===== config.mk =====
export PLATFORM = sky130hd
export DESIGN_NAME = th_phase_search
export DESIGN_NICKNAME = d
export VERILOG_FILES = /design/src/rtl/th_phase_search.sv
export SDC_FILE = /design/constraint.sdc
export NUM_CORES = 1
export LEC_CHECK = 0
export BUFFER_PORTS_ARGS = -buffer_cell sky130_fd_sc_hd__buf_4
export CAP_MARGIN = 20
export CORE_AREA = 2 2 72 74
export DETAILED_ROUTE_END_ITERATION = 12
export DIE_AREA = 0 0 74 76
export GPL_ROUTABILITY_DRIVEN = 0
export PLACE_DENSITY = 0.72
export SYNTH_ARGS = -nofsm -noshare
export SYNTH_HDL_FRONTEND = slang
export SYNTH_SLANG_ARGS = --single-unit

===== constraint.sdc =====
create_clock -name clk -period 7.1 [get_ports clk]
set_clock_uncertainty 0.1 [all_clocks]
set_input_delay 1.065 -clock clk [delete_from_list [all_inputs] [get_ports clk]]
set_output_delay 1.065 -clock clk [all_outputs]
set_load 0.02 [all_outputs]

===== src/rtl/th_phase_search.sv =====
module th_phase_search #(
  parameter int NF = 4,
  parameter int NC = 8,
  parameter int SW = 12,
  localparam int CBW = (NC > 1) ? $clog2(NC) : 1,
  localparam int FBW = (NF > 1) ? $clog2(NF) : 1,
  localparam int PW  = FBW,
  localparam int KW  = $clog2(NF + 1)
) (
  input  logic              clk,
  input  logic              rst_n,
  input  logic              start,
  input  logic              chip_stb,
  input  logic [SW-1:0]     corr,
  input  logic [SW-1:0]     thr,
  input  logic [NF*CBW-1:0] th_code,
  output logic [PW-1:0]     phase,
  output logic              done,
  output logic              fail
);

  logic           active, seen;
  logic [FBW-1:0] frm;
  logic [CBW-1:0] pos;
  logic [NF-1:0]  valid, exp_v;
  logic [KW-1:0]  cnt [NF];
  logic           hit, last, any;
  logic [PW-1:0]  best;
  logic [KW-1:0]  bestc;

  assign hit  = corr > thr;
  assign last = (pos == CBW'(NC - 1)) && (frm == FBW'(NF - 1));

  for (genvar p = 0; p < NF; p++) begin : g_exp
    logic [FBW:0] idx;
    always_comb begin
      idx = {1'b0, frm} + (FBW+1)'(p);
      if (idx >= (FBW+1)'(NF)) idx = idx - (FBW+1)'(NF);
      exp_v[p] = th_code[idx*CBW +: CBW] == pos;
    end
  end

  always_comb begin
    best  = '0;
    bestc = '0;
    any   = 1'b0;
    for (int i = 0; i < NF; i++) begin
      if (valid[i] && (!any || cnt[i] > bestc)) begin
        any   = 1'b1;
        best  = PW'(i);
        bestc = cnt[i];
      end
    end
  end

  assign phase = best;
  assign fail  = done && !any;

  always_ff @(posedge clk) begin
    if (!rst_n || start) begin
      active <= start;
      seen   <= 1'b0;
      done   <= 1'b0;
      frm    <= '0;
      pos    <= '0;
      valid  <= '0;
      for (int i = 0; i < NF; i++) cnt[i] <= '0;
    end else if (active && chip_stb) begin
      if (hit) begin
        if (!seen) begin
          seen  <= 1'b1;
          valid <= exp_v;
          for (int i = 0; i < NF; i++) cnt[i] <= exp_v[i] ? KW'(1) : '0;
        end else begin
          for (int i = 0; i < NF; i++)
            if (valid[i] && exp_v[i]) cnt[i] <= cnt[i] + KW'(1);
        end
      end
      if (pos == CBW'(NC - 1)) begin
        pos <= '0;
        if (last) begin
          active <= 1'b0;
          done   <= 1'b1;
        end else begin
          frm <= frm + FBW'(1);
        end
      end else begin
        pos <= pos + CBW'(1);
      end
    end
  end

  for (genvar i = 0; i < NF; i++) begin : g_chk

    unarmed_zero_chk: assert property (@(posedge clk) disable iff (!rst_n)
      !valid[i] |-> cnt[i] == '0);

    cnt_hold_chk: assert property (@(posedge clk) disable iff (!rst_n)
      (!chip_stb && !start) |=> $stable(cnt[i]));

    cnt_step_chk: assert property (@(posedge clk) disable iff (!rst_n)
      !start |=> (cnt[i] == $past(cnt[i]) || cnt[i] == $past(cnt[i]) + KW'(1)));
  end


  done_rise_chk: assert property (@(posedge clk) disable iff (!rst_n)
    (active && chip_stb && !start && last) |=> done);

  done_clear_chk: assert property (@(posedge clk) disable iff (!rst_n)
    start |=> !done);

  win_armed_chk: assert property (@(posedge clk) disable iff (!rst_n)
    (done && !fail) |-> valid[phase]);

endmodule


==> run summary <==
The worst setup path is of the reg2out kind. The number of warnings reported in the yosys synthesis log came out at 0. The global routing usage on met3 is 0.01984. Setup repair after global routing left no endpoint under its margin. The count of endpoints failing hold in the final timing report is 0. The die outline area came out at 0.005624 mm2. The post-synthesis area per instance came out at 9.259 um2.

The clock period could shrink to 5.894 ns. In this run the number of H-tree levels came out at 1. The number of antenna cells inserted is 0.

The fill cell total of the finished layout came out at 458. Leaving out filler cells and counting taps, the final layout contains 360. The number of antenna violations at the first check in global routing is 0. The library cells used most frequently in the layout, excluding fill and tap cells, are 44 x sky130_fd_sc_hd__buf_4, 29 x sky130_fd_sc_hd__inv_1, 29 x sky130_fd_sc_hd__ha_1. The die extent in y is 76 um. The worst-case headroom to the max-slew limit is 0.3030.

The final-stage net count is 360. The worst setup path is captured at an output pin. The instance count after placement with tap cells included is 356.

The worst setup path startpoint is valid[0]. The endpoint identified for the worst register-to-register timing path is cnt[0][0]. Counting flops with an async set or reset pin after synthesis yields a share of 0.

The run finished with clean final reports. The number of hold buffers added after cts came out at 0. The final number of max-transition violations came out at 0.

The first TritonRoute pass finished after 4 iterations. The required time at the endpoint of the critical path came out at 5.93 ns. In the routed design, unresolved DRC markers number 0.

The most critical setup path has its endpoint at phase[1]. The min-delay analysis places its worst path in the category reg2reg. The global route total overflow came out at 0. The share of the synthesized area in the top cell type came out at 0.1537. The width of the chip came out at 74 um. The worst setup path is launched from a flop. VDD sags by at most 0.06441 mV. In the global route stage, met1 resource usage came out at 0.2451. The startpoint of the worst register-to-register path is frm[0]. The cell row count is 26.

In this run the power density over the cells is 118.1 mW/mm2. The post-detailed-route count of antenna-violating nets came out at 0. The initial core utilization came out at 0.4806. CTS placed an instance of sky130_fd_sc_hd__clkbuf_8 at the clock tree root.

The via count of the first global-routing pass came to 1840. The buffer count from post-CTS setup fixing is 0. The detailed-route vias per instance came out at 5.358. The number of max-cap violations came out at 0. The net count after synthesis came out at 324. The worst setup slack before clock tree synthesis is 1.460 ns.

The wire length per cell is 13.25 um. In this run the most used layer during global routing was met2. The power after layout came out at 327.1 uW. The number of input and output port buffers inserted came out at 43.

The number of buffers inserted during clock tree synthesis is 3. In this run the cell area of the synthesized design comes to 0.002361 mm2. In the global route stage, met2 resource usage came out at 0.2991.

The final setup violation count came out at 0. The clock sink count is 24. The minimum setup slack in the final design came out at 1.206 ns. The area growth from synthesis to layout is 17.33%. Leaving out fill and tap cells, the most frequent cell in the layout is sky130_fd_sc_hd__buf_4. The maximum number of pins on one net before global-route repair is 18. Sorting the synthesized cells by area gives the leading types as sky130_fd_sc_hd__ha_1 15%, sky130_fd_sc_hd__edfxtp_1 14%, sky130_fd_sc_hd__dfxtp_1 11%. The data arrival at the endpoint of the critical path is 4.73 ns. The fmax came out at 0.1697 GHz. TritonCTS built the clock tree. The overall global routing resource usage came out at 0.1790. The number of enable flip-flop cells after synthesis is 11. The sequential cell area fraction in the yosys report is 0.2501.

Detailed placement finished with a half-perimeter wire length of 4029 um. The first-pass GRT wire length is 8024 um. The setup slack of the worst register-to-register path came out at 3.86 ns. The routed via count came out at 1929.

The portion of the clock cycle consumed by the worst path in the final layout is 0.8301. The highest net fanout along the worst path came out at 10. In this run the static leakage power is 1.186 nW. The worst hold slack after final layout came out at 0.3974 ns. In the synthesized netlist the dominant register cell turns out to be sky130_fd_sc_hd__dfxtp_1. The layout cell share with drive strength beyond 1 came out at 0.2414. The clock latency of the later-clocked register in the worst-skew pair came out at 0.27 ns. The clock-pin transition on the worst setup and hold timing paths is 0.09 ns.

The placeable core area came out at 0.004912 mm2. The number of distinct library cells after synthesis is 48. The initial detailed-routing violation count is 109. The transition at the pin with the smallest max-transition slack is 1.029 ns. The top-level I/O count is 44. The number of synthesized register bits came out at 24. The clock passes through at most 2 buffers.

The library cell occupying the most area in the post-synthesis netlist is sky130_fd_sc_hd__ha_1. After routing, the total negative slack on setup checks comes to 0 ns. The final layout contains routed wiring with a total length of 4769 um.

The post-synthesis cell count came out at 255. The post-cts gate resize count came out at 0. The path depth of the worst reg2reg path is 8.
## worst min path at each step
stage,from,endpoint,slack (ns),depth (start not counted)
after floorplan,valid[2],valid[2],0.39,2
after global placement,done,done,0.37,2
after detailed placement,done,done,0.38,2
after CTS,done,done,0.39,2
after global routing,done,done,0.42,2
final,done,done,0.40,2
## cells in the mapped netlist (3+ instances only)
master and number:
sky130_fd_sc_hd__nand4_1 3, sky130_fd_sc_hd__dfxtp_1 13, sky130_fd_sc_hd__ha_1 29, sky130_fd_sc_hd__mux2_2 4, sky130_fd_sc_hd__mux4_1 3, sky130_fd_sc_hd__a21oi_1 13, sky130_fd_sc_hd__a211oi_1 3, sky130_fd_sc_hd__edfxtp_1 11
sky130_fd_sc_hd__mux4_2 7, sky130_fd_sc_hd__a21o_1 5, sky130_fd_sc_hd__o31ai_1 3, sky130_fd_sc_hd__clkbuf_1 9, sky130_fd_sc_hd__a31oi_1 3, sky130_fd_sc_hd__inv_1 29, sky130_fd_sc_hd__nand2b_1 3, sky130_fd_sc_hd__o21ai_0 5
sky130_fd_sc_hd__xnor2_1 7, sky130_fd_sc_hd__nor2b_1 4, sky130_fd_sc_hd__nor3_2 4, sky130_fd_sc_hd__nand2_1 22, sky130_fd_sc_hd__nand3_1 8, sky130_fd_sc_hd__xor2_1 9, sky130_fd_sc_hd__nor3_1 6, sky130_fd_sc_hd__o21ai_1 3
sky130_fd_sc_hd__nor2_1 12, sky130_fd_sc_hd__and3_1 3
## state kept, by name (all words and copies together) (netlist names)
signal	cells
done	1
seen	1
pos	3
valid	4
cnt	12
frm	2
active	1
## critical path, cell delays in order, from the launching register on
cell and delay, ns:
sky130_fd_sc_hd__dfxtp_1 0.49, sky130_fd_sc_hd__nand2_1 0.13, sky130_fd_sc_hd__ha_1 0.31, sky130_fd_sc_hd__nor2b_1 0.13
sky130_fd_sc_hd__o21ai_0 0.15, sky130_fd_sc_hd__a32oi_1 0.07, sky130_fd_sc_hd__o21ai_0 0.41, sky130_fd_sc_hd__mux2_2 0.41
sky130_fd_sc_hd__ha_1 0.29, sky130_fd_sc_hd__nor2b_1 0.13, sky130_fd_sc_hd__o21ai_0 0.16, sky130_fd_sc_hd__a32oi_1 0.07
sky130_fd_sc_hd__o21ai_1 0.35, sky130_fd_sc_hd__nor2_1 0.08, sky130_fd_sc_hd__a21o_1 0.17, sky130_fd_sc_hd__ha_1 0.29
sky130_fd_sc_hd__a21o_1 0.19, sky130_fd_sc_hd__a21oi_1 0.14, sky130_fd_sc_hd__a31oi_1 0.05, sky130_fd_sc_hd__o21ai_0 0.22
sky130_fd_sc_hd__nand2_1 0.08, sky130_fd_sc_hd__buf_4 0.17
## where the power goes
part / internal, mW / switching, mW
Combinational: 0.0358 / 0.0320
Sequential: 0.149 / 0.00434
Clock: 0.0613 / 0.0449
Total: 0.246 / 0.0813
## per-layer routing
metal | up-vias | routed length [um]
met4 | 0 | 57
met3 | 6 | 150
met1 | 899 | 2160
li1 | 991 | -
met2 | 33 | 2400
met5 | - | 0
## stage by stage
stage | instance area, um2 | util
2_1_floorplan | 2361 | -
4_1_cts | 2770 | 0.5639
5_1_grt | 2770 | 0.5639
3_5_place_dp | 2704 | 0.5504
6_report | 2770 | 0.5639
3_3_place_gp | 2704 | 0.5504
## logic make-up (layout without fill, tap and decap cells)
family	after synthesis	after routing	synth area share
AO/OA/AOI/OAI	46	46	0.1256
XOR/XNOR	16	16	0.05936
buffers and inverters	42	77	0.07790
flip-flops	24	24	0.2501
adder cells (fa/ha/maj)	29	29	0.1537
multiplexers	19	19	0.1457
AND/OR/NAND/NOR	79	79	0.1876
## layout make-up
type,count,area [um2],share of cell area
well taps,70,87.58,0.03162
clock buffers,4,66.31,0.02394
flip-flops and latches,24,590.6,0.2132
inverters,29,108.9,0.03930
repair buffers,44,330.3,0.1192
multi-input cells,189,1587,0.5727
(Power assumes the default switching activity.)
